`src/rtl/nirq_pkg.sv`:
```
package nirq_pkg;
  // Level ordering is behaviour: higher encoding may nest over lower.
  typedef enum logic [1:0] {
    LV_LOW  = 2'd0,
    LV_HIGH = 2'd1,
    LV_NMI  = 2'd2
  } lvl_t;

  function automatic lvl_t level_of(input logic hi);
    return hi ? LV_HIGH : LV_LOW;
  endfunction

  // A candidate may nest over the active handler when its level is not lower.
  function automatic logic lvl_admits(input lvl_t cand, input lvl_t active);
    return cand >= active;
  endfunction
endpackage

```
`src/rtl/nirq_pick.sv`:
```
module nirq_pick #(
  parameter int NSRC = 8,
  localparam int IDXW = $clog2(NSRC)
) (
  input  logic [NSRC-1:0] vec,
  output logic            found,
  output logic [IDXW-1:0] idx,
  output logic [NSRC-1:0] grant
);
  function automatic logic [IDXW-1:0] lowest_set(input logic [NSRC-1:0] v);
    logic [IDXW-1:0] r;
    r = '0;
    for (int i = NSRC - 1; i >= 0; i--) begin
      if (v[i]) r = IDXW'(i);
    end
    return r;
  endfunction

  assign found = |vec;
  assign idx   = lowest_set(vec);
  assign grant = vec & (~vec + NSRC'(1));
endmodule

```
`src/rtl/nirq_lvl_stack.sv`:
```
module nirq_lvl_stack
  import nirq_pkg::*;
#(
  parameter int DEPTH = 4,
  localparam int SPW = $clog2(DEPTH + 1)
) (
  input  logic           clk,
  input  logic           rst_n,
  input  logic           push,
  input  logic           pop,
  input  lvl_t           lvl_in,
  output lvl_t           top,
  output logic           empty,
  output logic           full,
  output logic [SPW-1:0] depth
);
  lvl_t           mem [DEPTH];
  logic [SPW-1:0] sp_q;

  always_ff @(posedge clk) begin
    if (!rst_n) sp_q <= '0;
    else if (push) sp_q <= sp_q + SPW'(1);
    else if (pop) sp_q <= sp_q - SPW'(1);
  end

  for (genvar g = 0; g < DEPTH; g++) begin : g_slot
    always_ff @(posedge clk) begin
      if (!rst_n) mem[g] <= LV_LOW;
      else if (push && sp_q == SPW'(g)) mem[g] <= lvl_in;
    end
  end

  always_comb begin
    top = LV_LOW;
    for (int i = 0; i < DEPTH; i++) begin
      if (sp_q == SPW'(i + 1)) top = mem[i];
    end
  end

  assign empty = (sp_q == '0);
  assign full  = (sp_q == SPW'(DEPTH));
  assign depth = sp_q;

  a_r10_no_push_when_full: assert property (@(posedge clk) disable iff (!rst_n)
    push |-> !full);
  a_r7_pop_only_nonempty: assert property (@(posedge clk) disable iff (!rst_n)
    pop |-> !empty);
  a_r7_push_pop_exclusive: assert property (@(posedge clk) disable iff (!rst_n)
    !(push && pop));
  a_r10_depth_bound: assert property (@(posedge clk) disable iff (!rst_n)
    depth <= SPW'(DEPTH));
endmodule

```
`src/rtl/nirq_gate.sv`:
```
module nirq_gate (
  input  logic clk,
  input  logic rst_n,
  input  logic accept,
  input  logic ie_set,
  input  logic ie_clr,
  input  logic ret,
  input  logic instr_done,
  output logic ie_q,
  output logic hold_q
);
  always_ff @(posedge clk) begin
    if (!rst_n) begin
      ie_q   <= 1'b0;
      hold_q <= 1'b0;
    end else begin
      if (accept) ie_q <= 1'b0;
      else if (ie_set) ie_q <= 1'b1;
      else if (ie_clr) ie_q <= 1'b0;
      if (ret) hold_q <= 1'b1;
      else if (instr_done) hold_q <= 1'b0;
    end
  end

  a_r2_accept_drops_ie: assert property (@(posedge clk) disable iff (!rst_n)
    accept |=> !ie_q);
  a_r7_return_sets_hold: assert property (@(posedge clk) disable iff (!rst_n)
    ret |=> hold_q);
endmodule

```
`src/rtl/nest_irq_arbiter.sv`:
```
module nest_irq_arbiter
  import nirq_pkg::*;
#(
  parameter int NSRC  = 8,
  parameter int DEPTH = 4,
  localparam int IDXW = $clog2(NSRC),
  localparam int SPW  = $clog2(DEPTH + 1)
) (
  input  logic            clk,
  input  logic            rst_n,
  input  logic [NSRC-1:0] req_i,
  input  logic [NSRC-1:0] mask_i,
  input  logic [NSRC-1:0] prio_hi_i,
  input  logic            nmi_i,
  input  logic            ie_set_i,
  input  logic            ie_clr_i,
  input  logic            ret_i,
  input  logic            instr_done_i,
  output logic            ack_o,
  output logic            ack_nmi_o,
  output logic [IDXW-1:0] ack_idx_o,
  output logic            ie_o,
  output logic [NSRC-1:0] pend_o
);
  logic [NSRC-1:0] pend_q;
  logic            nmi_pend_q;
  logic            ack_q, ack_nmi_q;
  logic [IDXW-1:0] idx_q;

  // Candidate split by programmable level; each half picks lowest index.
  logic [NSRC-1:0] elig, lvl_vec [2], lvl_grant [2];
  logic            lvl_found [2];
  logic [IDXW-1:0] lvl_idx [2];

  assign elig = pend_q & ~mask_i;

  for (genvar l = 0; l < 2; l++) begin : g_lvl
    assign lvl_vec[l] = (l == 1) ? (elig & prio_hi_i) : (elig & ~prio_hi_i);
    nirq_pick #(.NSRC(NSRC)) u_pick (
      .vec  (lvl_vec[l]),
      .found(lvl_found[l]),
      .idx  (lvl_idx[l]),
      .grant(lvl_grant[l])
    );
  end

  logic            best_found;
  logic [IDXW-1:0] best_idx;
  logic [NSRC-1:0] best_grant;
  lvl_t            best_lvl;

  assign best_found = lvl_found[1] | lvl_found[0];
  assign best_idx   = lvl_found[1] ? lvl_idx[1] : lvl_idx[0];
  assign best_grant = lvl_found[1] ? lvl_grant[1] : lvl_grant[0];
  assign best_lvl   = level_of(lvl_found[1]);

  // In-service level stack.
  lvl_t           top_lvl;
  logic           stk_empty, stk_full;
  logic [SPW-1:0] stk_depth;
  logic           ie_q, hold_q;

  wire in_nmi    = !stk_empty && (top_lvl == LV_NMI);
  wire can_take  = !in_nmi && !stk_full && !ret_i;
  wire nest_ok   = stk_empty || lvl_admits(best_lvl, top_lvl);
  wire fire_nmi  = nmi_pend_q && can_take;
  wire fire_msk  = !fire_nmi && can_take && best_found && ie_q && !hold_q && nest_ok;
  wire fire_any  = fire_nmi || fire_msk;
  wire do_pop    = ret_i && !stk_empty;
  wire lvl_t push_lvl = fire_nmi ? LV_NMI : best_lvl;

  nirq_lvl_stack #(.DEPTH(DEPTH)) u_stack (
    .clk   (clk),
    .rst_n (rst_n),
    .push  (fire_any),
    .pop   (do_pop),
    .lvl_in(push_lvl),
    .top   (top_lvl),
    .empty (stk_empty),
    .full  (stk_full),
    .depth (stk_depth)
  );

  nirq_gate u_gate (
    .clk       (clk),
    .rst_n     (rst_n),
    .accept    (fire_any),
    .ie_set    (ie_set_i),
    .ie_clr    (ie_clr_i),
    .ret       (ret_i),
    .instr_done(instr_done_i),
    .ie_q      (ie_q),
    .hold_q    (hold_q)
  );

  always_ff @(posedge clk) begin
    if (!rst_n) begin
      pend_q     <= '0;
      nmi_pend_q <= 1'b0;
      ack_q      <= 1'b0;
      ack_nmi_q  <= 1'b0;
      idx_q      <= '0;
    end else begin
      pend_q     <= (pend_q & ~(fire_msk ? best_grant : '0)) | req_i;
      nmi_pend_q <= (nmi_pend_q & ~fire_nmi) | nmi_i;
      ack_q      <= fire_any;
      ack_nmi_q  <= fire_nmi;
      idx_q      <= fire_msk ? best_idx : '0;
    end
  end

  assign ack_o     = ack_q;
  assign ack_nmi_o = ack_nmi_q;
  assign ack_idx_o = idx_q;
  assign ie_o      = ie_q;
  assign pend_o    = pend_q;

  a_r2_masked_needs_ie: assert property (@(posedge clk) disable iff (!rst_n)
    (ack_o && !ack_nmi_o) |-> $past(ie_o));
  a_r2_ack_sees_ie_low: assert property (@(posedge clk) disable iff (!rst_n)
    ack_o |-> !ie_o);
  a_r9_no_nest_in_nmi: assert property (@(posedge clk) disable iff (!rst_n)
    (in_nmi && !ret_i) |=> !ack_o);
  a_r7_hold_blocks_masked: assert property (@(posedge clk) disable iff (!rst_n)
    hold_q |=> !(ack_o && !ack_nmi_o));
  a_r7_no_accept_on_return: assert property (@(posedge clk) disable iff (!rst_n)
    ret_i |=> !ack_o);
  a_r3_grant_is_index: assert property (@(posedge clk) disable iff (!rst_n)
    best_found |-> (best_grant[best_idx] && $onehot(best_grant)));
  a_r8_nmi_index_zero: assert property (@(posedge clk) disable iff (!rst_n)
    ack_nmi_o |-> (ack_o && ack_idx_o == '0));
  a_r3_strobe_one_cycle: assert property (@(posedge clk) disable iff (!rst_n)
    (ack_o && !ack_nmi_o) |=> !(ack_o && !ack_nmi_o));
endmodule

```
`config.mk`:
```
export PLATFORM = sky130hd
export DESIGN_NAME = nest_irq_arbiter
export DESIGN_NICKNAME = d
export VERILOG_FILES = /design/src/rtl/nirq_pkg.sv /design/src/rtl/nirq_pick.sv /design/src/rtl/nirq_lvl_stack.sv /design/src/rtl/nirq_gate.sv /design/src/rtl/nest_irq_arbiter.sv
export SDC_FILE = /design/constraint.sdc
export NUM_CORES = 1
export LEC_CHECK = 0
export BUFFER_PORTS_ARGS = -buffer_cell sky130_fd_sc_hd__buf_2
export CAP_MARGIN = 20
export CORE_ASPECT_RATIO = 0.75
export CORE_MARGIN = 2
export CORE_UTILIZATION = 48
export CTS_CLUSTER_SIZE = 25
export DETAILED_ROUTE_END_ITERATION = 8
export PLACE_DENSITY = 0.76
export SLEW_MARGIN = 10
export SYNTH_ARGS = -nofsm -noshare
export SYNTH_HDL_FRONTEND = slang
export SYNTH_HIERARCHICAL = 1
export SYNTH_SLANG_ARGS = --single-unit
```
`constraint.sdc`:
```
create_clock -name clk -period 3.4 [get_ports clk]
set_input_delay 0.34 -clock clk [delete_from_list [all_inputs] [get_ports clk]]
set_output_delay 0.34 -clock clk [all_outputs]
set_load 0.02 [all_outputs]
```
==> key figures <==
Outcome
  • Status: completed

Routing
  • Pre-antenna DRT Iters: 4
  • Number of remaining DRC errors: 0
  • Final ANT Viol Nets: 0
  • WL final: 3.81 mm
  • Initial DRC count: between 100 and 150
  • Via density: roughly 5.2
  • WL per Instance: 12.2 um
  • Vias: roughly 1,600

Synth
  • Yosys warning count: 6
  • Cell taking the most area after synthesis: dfxtp_1
  • Mapped Nets: roughly 250
  • Cells after Synth: approximately 210
  • Synth Area in Simple Gates: 36.5%
  • Seq cells post-synth: 27
  • Netlist Area Pre-Place: 1810 um^2
  • Syn avg cell area: about 8.6 um^2
  • Top FF cell, synth: dfxtp_1
  • Yosys cell types: 38
  • Post-Synth Adder-Cell Area: 4.83%
  • Number of flops mapped to enable cells by yosys: 8
  • Sequential area share after synthesis: 34.3%
  • Largest family of logic cells by synthesized area: simple AND/OR/NAND/NOR gates
  • Post-synthesis mux area share: under 10%
  • Compound-gate portion of the synthesized area: approximately 13%
  • Top cell type's share of synthesized area: 21.0%
  • Top-count cell post-synth: nor2_1
  • Post-Synth XOR/XNOR Area: less than 1%
  • Main area contributors after synthesis: dfxtp_1, edfxtp_1, nor2_1
  • Post-synth top cells: nor2_1, dfxtp_1, nand2_1
  • Share of flip-flops with an asynchronous set or reset: 0%

Job
  • Max-cap check violation count: 0

Placed design
  • Count of input and output buffers: 44
  • Pre-CTS setup slack: between 0.2 and 0.3 ns
  • Routability Congestion: roughly 0.86
  • Placed Area: around 2100 um^2
  • Detailed Place HPWL: between 2 and 3 mm

Floorplanning
  • Num rows: 19
  • Width of the die: around 75 um
  • Starting Density: between 40 and 50%
  • Core area: about 3600 um^2
  • Top Ports: 45
  • Die height: between 50 and 60 um
  • Die area: between 4000 and 5000 um^2

Power and ir drop
  • Pwr dens: between 400 and 500 nW/um^2
  • LEAKAGE: 0.993 nW
  • Peak VDD IR: roughly 320 uV

CTS
  • CTS Buffer Depth: 2
  • CTS-repair resized insts: 0
  • CTS tree: yes
  • Setup repair bufs after CTS: 0
  • H-Tree Depth: 1
  • Clock transition at path regs: 0.09 ns
  • Clock Latency Late Sink: ~0.27 ns
  • Root buf cell: clkbuf_8
  • Cts hold-fix bufs: 0
  • Number of buffers created by CTS: 3
  • Sink Count: 27

Critical path
  • Critical path's largest stage delay: ~0.4 ns
  • Worst setup SP type: register
  • Critical Path, Cell by Cell: inv_1 > ha_1 > nor4b_2 > a22oi_1 > a31oi_1 > ha_1 > nand2b_1 > a21o_1 > a21oi_1 > nor2b_1 > nor2b_2 > and3_1 > and2_1
  • CP max FO: 6
  • Worst EP required: 3.44 ns
  • Critical Path Sink Type: register
  • Critical path type: reg2reg
  • CP Data Arrival Time: approximately 3.2 ns
  • Most used cell, CP: ha_1
  • CP max stage cell: dfxtp_1

Timing
  • Fmax: roughly 0.32 GHz
  • Final setup TNS: 0 ns
  • Worst setup margin: ~0.28 ns
  • Slew HR: between 60% and 70%
  • Endpoints failing hold: 0
  • Min Tclk post-route: just over 3 ns
  • Max Slew Vio Count: 0
  • Part of the cycle the worst path needs: about nine tenths
  • Clk_skew: 0.00292 ns
  • Hold WS: 0.272 ns
  • Setup Viol. Count Final: 0
  • RSZ-0062 raised after global routing: false
  • Slew @ Worst Pin: 0.519 ns

Global route
  • Global-route wire length before repair: about 6.4 mm
  • GR Util met2: roughly 28%
  • Gr usage total: 19.6%
  • Largest net degree at the start of global routing: 26
  • Vias in the first global route: around 1,400
  • Initial antenna violation count: 0
  • Grt total ovfl: 0
  • Met1 Use GR: between 30% and 40%
  • Most used routing layer: met1
  • M3 GR Usage: under 10%

Cells and area
  • Final nets: 298
  • ANT cells: 0
  • Layout cell share with drive strength beyond 1: a little under a quarter
  • Post-layout utilization of the core: 59.0%
  • Final Instance Area: between 2000 and 2500 um^2
  • Syn-to-layout area delta: 18.4%

Min path
  • Hold Crit Class: in2reg
[power by group]
| group | switching, W | internal, W | leakage [nW] |
|---|---|---|---|
| Clock | 0.0000976 | 0.0000839 | 0.0228 |
| Sequential | 0.0000258 | 0.000371 | 0.240 |
| Combinational | 0.000248 | 0.000189 | 0.730 |
| Total | 0.000371 | 0.000644 | 0.993 |
[path summary, 6_finish.rpt]
| kind | start | to | slack [ns] | cells after the start |
|---|---|---|---|---|
| worst min register to register | pend_o[2] | pend_o[2] | 0.57 | 2 |
| worst max register to register | u_stack/depth[0] | u_stack/mem[1][1] | 0.28 | 13 |
| worst min-delay path | nmi_i | nmi_pend_q | 0.27 | 2 |
| worst max-delay path | u_stack/depth[0] | u_stack/mem[1][1] | 0.28 | 13 |
[placed cells by master (no fill, tap or decap), types with 9 or more instances in the layout]
cell / Yosys / final
buf_2: 0 / 44
nor2_1: 30 / 30
dfxtp_1: 19 / 19
nand2_1: 16 / 16
nor3b_1: 13 / 13
and2_1: 12 / 12
o21ai_0: 12 / 12
a21oi_1: 11 / 11
nor2b_1: 11 / 11
mux2i_1: 11 / 11
inv_1: 9 / 9
[final cells by class]
type / instances / area (um^2)
Clock buffer: 4 / 45.0
Fill cell: 334 / 1490
Inverter: 9 / 33.8
Multi-Input combinational cell: 168 / 1110
Sequential cell: 27 / 621
Tap cell: 52 / 65.1
Timing Repair Buffer: 51 / 273
[per-layer routing]
metal,up-vias,routed length [um]
met5,-,0
li1,833,-
met4,0,16
met3,2,193
met1,756,2010
met2,41,1590
[sequential cells by signal, indices dropped and copies added, names as in the netlist]
register	count
pend_o	8
u_stack/mem	8
ack_idx_o	3
u_stack/depth	3
ack_nmi_o	1
ack_o	1
nmi_pend_q	1
u_gate/hold_q	1
u_gate/ie_q	1
[per-stage QoR]
stage,cells,total power (W)
2_1_floorplan,211,0.000724
3_3_place_gp,307,0.000834
3_5_place_dp,307,0.000839
4_1_cts,311,0.00102
5_1_grt,311,0.00110
6_report,311,0.00102
[logic make-up (layout without fill, tap and decap cells)]
family | after synthesis | in the layout
buffers and inverters | 16 | 64
AOI/OAI and AO/OA | 38 | 38
xor gates and xnor gates | 2 | 2
and+or+nand+nor | 110 | 110
DFF | 27 | 27
muxes | 11 | 11
adders and majority gates | 7 | 7
[critical path, delay by kind of cell, from the launching register on]
kind	cells	cell delay (ns)
flops	1	0.41
fa+ha+maj	2	0.57
simple gates	6	1.06
compound gates	4	0.74
buf+inv	1	0.10
Power figures use the tool's default switching activity.
